$ cat src/rtl/dma4_pkg.sv
package dma4_pkg;
    localparam int NCH = 4;
    localparam int MW  = 6;

    // Packed from MSB: bit5 indirect ... bit0 burst
    typedef struct packed {
        logic indirect;
        logic reload;
        logic single;
        logic dst_inc;
        logic src_inc;
        logic burst;
    } mode_t;

    typedef enum logic [1:0] {
        ST_IDLE = 2'd0,
        ST_RD   = 2'd1,
        ST_DATA = 2'd2,
        ST_WR   = 2'd3
    } st_e;
endpackage

$ cat src/rtl/dma4_channel.sv
module dma4_channel
    import dma4_pkg::*;
#(
    parameter int AW           = 16,
    parameter int CW           = 8,
    parameter bit CAN_SINGLE   = 1'b0,
    parameter bit CAN_RELOAD   = 1'b0,
    parameter bit CAN_INDIRECT = 1'b0
) (
    input  logic          clk,
    input  logic          rst_n,
    input  logic          load,
    input  logic [AW-1:0] cfg_src,
    input  logic [AW-1:0] cfg_dst,
    input  logic [CW-1:0] cfg_cnt,
    input  mode_t         cfg_mode,
    input  logic          done,
    output logic          en,
    output logic [AW-1:0] src,
    output logic [AW-1:0] dst,
    output mode_t         mode,
    output logic          last,
    output logic          eot
);
    typedef struct packed {
        logic          en;
        logic          eot;
        logic [AW-1:0] src;
        logic [AW-1:0] src0;
        logic [AW-1:0] dst;
        logic [CW-1:0] cnt;
        logic [CW-1:0] cnt0;
        mode_t         mode;
    } chan_t;

    chan_t q, d;

    always_comb begin
        d = q;
        if (load) begin
            d.mode          = cfg_mode;
            d.mode.single   = cfg_mode.single & CAN_SINGLE;
            d.mode.reload   = cfg_mode.reload & CAN_RELOAD;
            d.mode.indirect = cfg_mode.indirect & CAN_INDIRECT;
            d.src  = cfg_src;
            d.src0 = cfg_src;
            d.dst  = cfg_dst;
            d.cnt  = cfg_cnt;
            d.cnt0 = cfg_cnt;
            d.en   = (cfg_cnt != '0);
            d.eot  = 1'b0;
        end else if (done) begin
            if (q.mode.src_inc) d.src = q.src + AW'(1);
            if (q.mode.dst_inc) d.dst = q.dst + AW'(1);
            d.cnt = q.cnt - CW'(1);
            if (q.cnt == CW'(1)) begin
                d.eot = 1'b1;
                if (q.mode.reload) begin
                    d.src = q.src0;
                    d.cnt = q.cnt0;
                end else begin
                    d.en = 1'b0;
                end
            end
        end
    end

    always_ff @(posedge clk) begin
        if (!rst_n) q <= '0;
        else        q <= d;
    end

    assign en   = q.en;
    assign src  = q.src;
    assign dst  = q.dst;
    assign mode = q.mode;
    assign last = (q.cnt == CW'(1));
    assign eot  = q.eot;

    a_r5_busy_has_count: assert property (@(posedge clk) disable iff (!rst_n)
        q.en |-> q.cnt != '0);
    a_r5_stop_only_after_done: assert property (@(posedge clk) disable iff (!rst_n)
        $fell(q.en) |-> $past(done));
    a_r2_done_only_when_busy: assert property (@(posedge clk) disable iff (!rst_n)
        done |-> q.en);
    a_r10_reload_stays_busy: assert property (@(posedge clk) disable iff (!rst_n)
        (done && last && q.mode.reload && !load) |=> q.en && q.eot);
endmodule

$ cat src/rtl/dma4_arbiter.sv
module dma4_arbiter
    import dma4_pkg::*;
#(
    localparam int IW = $clog2(NCH)
) (
    input  logic [NCH-1:0] pending,
    input  logic           rr,
    input  logic [IW-1:0]  last_ch,
    output logic           any,
    output logic [IW-1:0]  gnt
);
    always_comb begin
        any = 1'b0;
        gnt = '0;
        for (int i = 0; i < NCH; i++) begin
            logic [IW-1:0] k;
            k = rr ? IW'(last_ch + IW'(i + 1)) : IW'(i);
            if (!any && pending[k]) begin
                any = 1'b1;
                gnt = k;
            end
        end
    end
endmodule

$ cat src/rtl/dma4_engine.sv
module dma4_engine
    import dma4_pkg::*;
#(
    parameter int AW = 16,
    parameter int DW = 16,
    localparam int IW = $clog2(NCH)
) (
    input  logic                    clk,
    input  logic                    rst_n,
    input  logic                    any,
    input  logic [IW-1:0]           gnt,
    input  logic [NCH-1:0][AW-1:0]  ch_src,
    input  logic [NCH-1:0][AW-1:0]  ch_dst,
    input  mode_t [NCH-1:0]         ch_mode,
    input  logic [NCH-1:0]          ch_last,
    input  logic [DW-1:0]           mem_rdata,
    input  logic                    mem_ready,
    output logic                    mem_req,
    output logic                    mem_we,
    output logic [AW-1:0]           mem_addr,
    output logic [DW-1:0]           mem_wdata,
    output logic [NCH-1:0]          done,
    output logic [1:0]              dack,
    output logic [IW-1:0]           last_ch
);
    typedef struct packed {
        st_e           st;
        logic [IW-1:0] ch;
        logic [IW-1:0] last_ch;
        logic [DW-1:0] data;
        logic [AW-1:0] xaddr;
    } eng_t;

    eng_t  q, d;
    mode_t m;
    logic  fin;

    assign m = ch_mode[q.ch];

    always_comb begin
        d    = q;
        fin  = 1'b0;
        done = '0;
        unique case (q.st)
            ST_IDLE: if (any) begin
                d.ch = gnt;
                d.st = ST_RD;
            end
            ST_RD: if (mem_ready) begin
                if (m.single) begin
                    fin = 1'b1;
                end else if (m.indirect) begin
                    d.xaddr = mem_rdata[AW-1:0];
                    d.st    = ST_DATA;
                end else begin
                    d.data = mem_rdata;
                    d.st   = ST_WR;
                end
            end
            ST_DATA: if (mem_ready) begin
                d.data = mem_rdata;
                d.st   = ST_WR;
            end
            ST_WR: if (mem_ready) fin = 1'b1;
            default: d.st = ST_IDLE;
        endcase
        if (fin) begin
            done[q.ch] = 1'b1;
            d.last_ch  = q.ch;
            d.st       = (m.burst && !ch_last[q.ch]) ? ST_RD : ST_IDLE;
        end
    end

    always_ff @(posedge clk) begin
        if (!rst_n) begin
            q         <= '0;
            q.last_ch <= IW'(NCH - 1);
        end else begin
            q <= d;
        end
    end

    always_comb begin
        mem_req   = (q.st != ST_IDLE);
        mem_we    = (q.st == ST_WR);
        mem_wdata = q.data;
        unique case (q.st)
            ST_DATA: mem_addr = q.xaddr;
            ST_WR:   mem_addr = ch_dst[q.ch];
            default: mem_addr = ch_src[q.ch];
        endcase
        for (int i = 0; i < 2; i++)
            dack[i] = (q.st == ST_RD) && m.single && (q.ch == IW'(i));
    end

    assign last_ch = q.last_ch;

    a_r12_bus_hold: assert property (@(posedge clk) disable iff (!rst_n)
        (mem_req && !mem_ready) |=> mem_req && $stable(mem_addr)
                                    && $stable(mem_we) && $stable(mem_wdata));
    a_r5_done_onehot: assert property (@(posedge clk) disable iff (!rst_n)
        $onehot0(done));
    a_r7_burst_keeps_bus: assert property (@(posedge clk) disable iff (!rst_n)
        (done != '0 && m.burst && !ch_last[q.ch]) |=> mem_req);
endmodule

$ cat src/rtl/dma4_ctrl.sv
module dma4_ctrl
    import dma4_pkg::*;
#(
    parameter int AW = 16,
    parameter int DW = 16,
    parameter int CW = 8
) (
    input  logic          clk,
    input  logic          rst_n,
    input  logic [3:0]    cfg_load,
    input  logic [AW-1:0] cfg_src,
    input  logic [AW-1:0] cfg_dst,
    input  logic [CW-1:0] cfg_cnt,
    input  logic [5:0]    cfg_mode,
    input  logic          prio_rr,
    input  logic [1:0]    ext_dreq,
    input  logic [1:0]    per_dreq,
    output logic          mem_req,
    output logic          mem_we,
    output logic [AW-1:0] mem_addr,
    output logic [DW-1:0] mem_wdata,
    input  logic [DW-1:0] mem_rdata,
    input  logic          mem_ready,
    output logic [1:0]    dack,
    output logic [3:0]    ch_busy,
    output logic [3:0]    eot_irq
);
    localparam int IW = $clog2(NCH);

    logic [NCH-1:0][AW-1:0] ch_src, ch_dst;
    mode_t [NCH-1:0]        ch_mode;
    logic [NCH-1:0]         ch_en, ch_last, ch_eot, ch_done, pending;
    logic                   arb_any;
    logic [IW-1:0]          arb_gnt, last_ch;

    for (genvar c = 0; c < NCH; c++) begin : g_ch
        dma4_channel #(
            .AW(AW), .CW(CW),
            .CAN_SINGLE(c < 2), .CAN_RELOAD(c == 2), .CAN_INDIRECT(c == 3)
        ) u_ch (
            .clk(clk), .rst_n(rst_n), .load(cfg_load[c]),
            .cfg_src(cfg_src), .cfg_dst(cfg_dst), .cfg_cnt(cfg_cnt),
            .cfg_mode(mode_t'(cfg_mode)), .done(ch_done[c]),
            .en(ch_en[c]), .src(ch_src[c]), .dst(ch_dst[c]),
            .mode(ch_mode[c]), .last(ch_last[c]), .eot(ch_eot[c])
        );
    end

    assign pending = ch_en & {per_dreq, ext_dreq};

    dma4_arbiter u_arb (
        .pending(pending), .rr(prio_rr), .last_ch(last_ch),
        .any(arb_any), .gnt(arb_gnt)
    );

    dma4_engine #(.AW(AW), .DW(DW)) u_eng (
        .clk(clk), .rst_n(rst_n), .any(arb_any), .gnt(arb_gnt),
        .ch_src(ch_src), .ch_dst(ch_dst), .ch_mode(ch_mode), .ch_last(ch_last),
        .mem_rdata(mem_rdata), .mem_ready(mem_ready),
        .mem_req(mem_req), .mem_we(mem_we), .mem_addr(mem_addr),
        .mem_wdata(mem_wdata), .done(ch_done), .dack(dack), .last_ch(last_ch)
    );

    assign ch_busy = ch_en;
    assign eot_irq = ch_eot;

    a_r8_fixed_lowest: assert property (@(posedge clk) disable iff (!rst_n)
        (arb_any && !prio_rr) |-> (pending & ((NCH'(1) << arb_gnt) - NCH'(1))) == '0);
    a_r4_dack_on_read: assert property (@(posedge clk) disable iff (!rst_n)
        (dack != 2'b00) |-> mem_req && !mem_we);
    a_r4_dack_onehot: assert property (@(posedge clk) disable iff (!rst_n)
        $onehot0(dack));
endmodule

$ cat config.mk
export PLATFORM = sky130hd
export DESIGN_NAME = dma4_ctrl
export DESIGN_NICKNAME = d
export VERILOG_FILES = /design/src/rtl/dma4_pkg.sv /design/src/rtl/dma4_channel.sv /design/src/rtl/dma4_arbiter.sv /design/src/rtl/dma4_engine.sv /design/src/rtl/dma4_ctrl.sv
export SDC_FILE = /design/constraint.sdc
export NUM_CORES = 1
export LEC_CHECK = 0
export BUFFER_PORTS_ARGS = -buffer_cell sky130_fd_sc_hd__buf_2
export CAP_MARGIN = 5
export CORE_MARGIN = 2
export CORE_UTILIZATION = 26
export CTS_BUF_LIST = sky130_fd_sc_hd__clkbuf_4 sky130_fd_sc_hd__clkbuf_8 sky130_fd_sc_hd__clkbuf_16
export CTS_CLUSTER_SIZE = 12
export DETAILED_ROUTE_END_ITERATION = 12
export GPL_ROUTABILITY_DRIVEN = 0
export PLACE_DENSITY = 0.41
export SYNTH_ARGS = -nofsm -noshare
export SYNTH_HDL_FRONTEND = slang
export SYNTH_SLANG_ARGS = --single-unit
$ cat constraint.sdc
create_clock -name clk -period 2.05 [get_ports clk]
set_clock_uncertainty 0.1 [all_clocks]
set_input_delay 0.205 -clock clk [delete_from_list [all_inputs] [get_ports clk]]
set_output_delay 0.205 -clock clk [all_outputs]
set_load 0.02 [all_outputs]
==> impl_metrics.toml <==
[synthesis]
synthArstFlopShare = 0
syn_avg_cell_area_um2 = 8.47
ys.warnings.count = 0
synth_fa_ha_area_frac = 0.0182
syn_nets = 1718
ys_ff_latch = 246
synth.distinct_cells = 66
synth-simple-area-share = 0.212
synth_compound_area_frac = 0.181
yosys.area_share.xor_xnor = 0.0860
ys_top_cells_by_area = "dfxtp_1 (36%), o21ai_0 (5.8%), nand2_1 (5.6%), mux4_2 (5.4%), xor2_1 (5.0%)"
syn_inst = 1624
yosysTopAreaCell = "dfxtp_1"
synthesis.area_um2 = 13700
yosysTopAreaCellShare = 0.358
muxShareOfSynthArea = 0.0877
synthFlopType = "dfxtp_1"
seq_area_frac_synth = 0.358
synth_edf_count = 0
synth_top_family_by_area = "simple AND/OR/NAND/NOR gates"

[finish]
n_antenna_cell = 0
multi_input_area_um2 = 8810
area_growth_pct = 36.6
final_nets = 1960
fill_cells = 5352
layout-drive-gt1-share = 0.275
final-instance-count-excl-fill = 2575
sequential_cell_area_um2 = 4930

[setup_path]
worstSetupEndpointType = "output port"
crit_path_max_incr_delay_ps = 570
reg2reg_to = "g_ch[1].u_ch.src[6]"
cp.required_ps = 1750
crit_chain = "clkbuf_16 > mux4_2 > a22oi_2 > nand2_1 > buf_2"
worstSetupPathType = "reg -> out"
crit_fanout = 5
r2r_setup_slack_ps = -200
critical-path-slowest-cell = "mux4_2"
start_kind = "register"
crit_start = "u_eng.q[34]"
crit_path_end = "mem_addr[11]"
r2r-start = "u_eng.q[34]"
r2r_cells = 9
cp.arrival_ps = 2270

[cts]
cts_max_level = 1
path_clk_slew_ps = 60
cts_buffers = 31
worstSkewPairLatency_ps = 570
cts_sinks = 246
cts_root_buffer = "clkbuf_16"
cts_tree = "built"
clock_path_buffers = 3

[status]
outcome = "finished with violations"
violations = "negative setup slack"

[drt]
route.top_layer_used = "met4"
vias_per_cell = 4.89
wl_per_cell_um = 18.8
met1Wirelength_mm = 23.3
drt_first_pass_iters = 5
met3_length_mm = 1.91
drtIter0Drc = 723
vias = 12600
drc = 0
antenna_left = 0
met2_wirelength_mm = 22.4
wl_mm = 48.5

[grt]
grt_pass1_wl_mm = 73.5
grt_max_degree = 74
grt_pass1_vias = 12100
overflow = 0
grt_util_all_layers = 0.173
antenna_found_initial = 0

[sta]
maxSlewViolCount = 0
max_freq_mhz = 389
period_needed_ps = 2570
period_share = 1.25
slew_headroom = 0.627
finalHoldViolCount = 0
hold_ws_ps = 41.4
tightest_slew_ps = 559
rsz0062_at_grt = "yes"
setup_slack_ps = -520
finalSetupViolCount = 97
setup_tns_ps = -13770

[worst_hold_path]
hp-class = "in -> reg"

[die]
chipWidth_um = 234
die_area_um2 = 54700
row_count = 84
ios = 118
start_util = 0.262
core_area_um2 = 52400
die_height_um = 234

[placement]
portBuffers = 117
placed_cells = 2409
dp_hpwl_mm = 33.9

[pwr]
power.static_leakage_nw = 7.38
vdd_drop_max_mv = 0.700
power.density_nw_per_um2 = 828

[flow_run]
cap_violations = 0
## cells in the mapped netlist, types with 5 or more instances
cell type / number
a211oi_1: 7
a21boi_0: 24
a21oi_1: 117
a22o_1: 22
a22oi_1: 19
a31oi_1: 9
a32oi_1: 5
and2_1: 45
and3_1: 28
and4_1: 16
buf_1: 5
buf_2: 16
buf_4: 30
clkbuf_1: 81
dfxtp_1: 246
ha_1: 20
inv_1: 32
mux2i_1: 44
mux4_2: 33
nand2_1: 206
nand2b_1: 11
nand3_1: 54
nand4_1: 32
nand4b_1: 5
nor2_1: 75
nor2b_1: 41
nor3_1: 18
o211a_1: 17
o211ai_1: 7
o21a_1: 5
o21ai_0: 158
o22ai_1: 5
or3_1: 7
xnor2_1: 57
xor2_1: 78
## per-stage QoR
stage / utilization / cell area [µm²] / power [mW] / worst slack (ps)
after detailed placement: 0.299 / 15700 / 9.20 / -228
after global placement: 0.299 / 15700 / 9.18 / -220
after floorplan: - / 13800 / 7.81 / 0.00555
final: 0.358 / 18800 / 15.5 / -520
after global routing: 0.358 / 18800 / 16.3 / -589
after CTS: 0.345 / 18100 / 15.5 / -553
## registers in the layout (all words and copies together) (netlist names)
| signal | flops |
|---|---|
| g_ch.u_ch.dst | 64 |
| g_ch.u_ch.src | 64 |
| g_ch.u_ch.q | 56 |
| u_eng.q | 20 |
| g_ch.u_ch.mode | 16 |
| u_eng.mem_wdata | 16 |
| g_ch.u_ch.en | 4 |
| g_ch.u_ch.eot | 4 |
| u_eng.last_ch | 2 |
## timing repair
action | 4_1_cts | 5_1_grt
cloned | 2 | 3
hold buffers | 68 | 0
setup buffers | 20 | 22
gates resized for setup | 122 | 137
endpoints found under the setup margin | 77 | 148
pin swaps | 57 | 82
hold endpoints to repair | 230 | 0
## worst min path at each step
stage | from | endpoint | slack, ps | cells past startpoint
floorplan | mem_rdata[10] | u_eng.mem_wdata[10] | 240 | 1
global placement | mem_rdata[0] | u_eng.mem_wdata[0] | 340 | 2
detailed placement | g_ch[0].u_ch.eot | g_ch[0].u_ch.eot | 340 | 2
CTS | ext_dreq[1] | u_eng.q[35] | 4 | 5
global route | cfg_load[0] | g_ch[0].u_ch.src[15] | 30 | 3
finish | cfg_load[0] | g_ch[0].u_ch.src[14] | 40 | 3
## critical path, delay by kind of cell (launching register included)
kind / cells / cell delay [ps]
flops: 1 / 440
mux: 1 / 570
simple gates: 1 / 80
compound gates: 1 / 250
buf+inv: 2 / 350
## power breakdown
group	leakage (nW)	internal [mW]	total, mW	switching [mW]
Combinational	4.84	2.16	4.45	2.29
Sequential	2.03	5.14	5.55	0.403
Clock	0.513	3.34	5.55	2.21
## layer usage
metal	global-route usage	vias up
met5	0	-
met4	0.0382	0
met3	0.0230	51
li1	-	6208
met2	0.286	231
met1	0.240	6114
## cells by family after synthesis
family,Yosys count
simple gates,566
compound gates,411
flops,246
buf+inv,167
xor+xnor,135
mux,79
fa+ha+maj,20
## layout make-up
cell class,count,area share
inverter,32,0.00640
timing repair buffer,344,0.161
clock buffer,49,0.0518
sequential,246,0.263
clock inverter,5,0.00293
tap,688,0.0458
multi-input combinational,1211,0.469
## cell usage in the layout (no fill, tap or decap), types with 16 or more instances in the layout
cell,count
buf_6,36
a21boi_0,22
mux4_2,33
and2_1,42
dlygate4sd3_1,68
a21oi_1,113
buf_2,102
nand4_1,32
nand3_1,38
buf_4,108
a22oi_2,16
nor2b_1,40
dfxtp_1,242
and3_1,24
ha_1,18
o21ai_0,142
buf_12,22
o21ai_1,16
xor2_1,76
o211a_1,17
a22o_1,22
nor2_4,18
xnor2_1,47
inv_1,31
nor2_1,47
mux2i_1,43
clkbuf_16,34
nand2_1,189
Power figures use the tool's default switching activity.
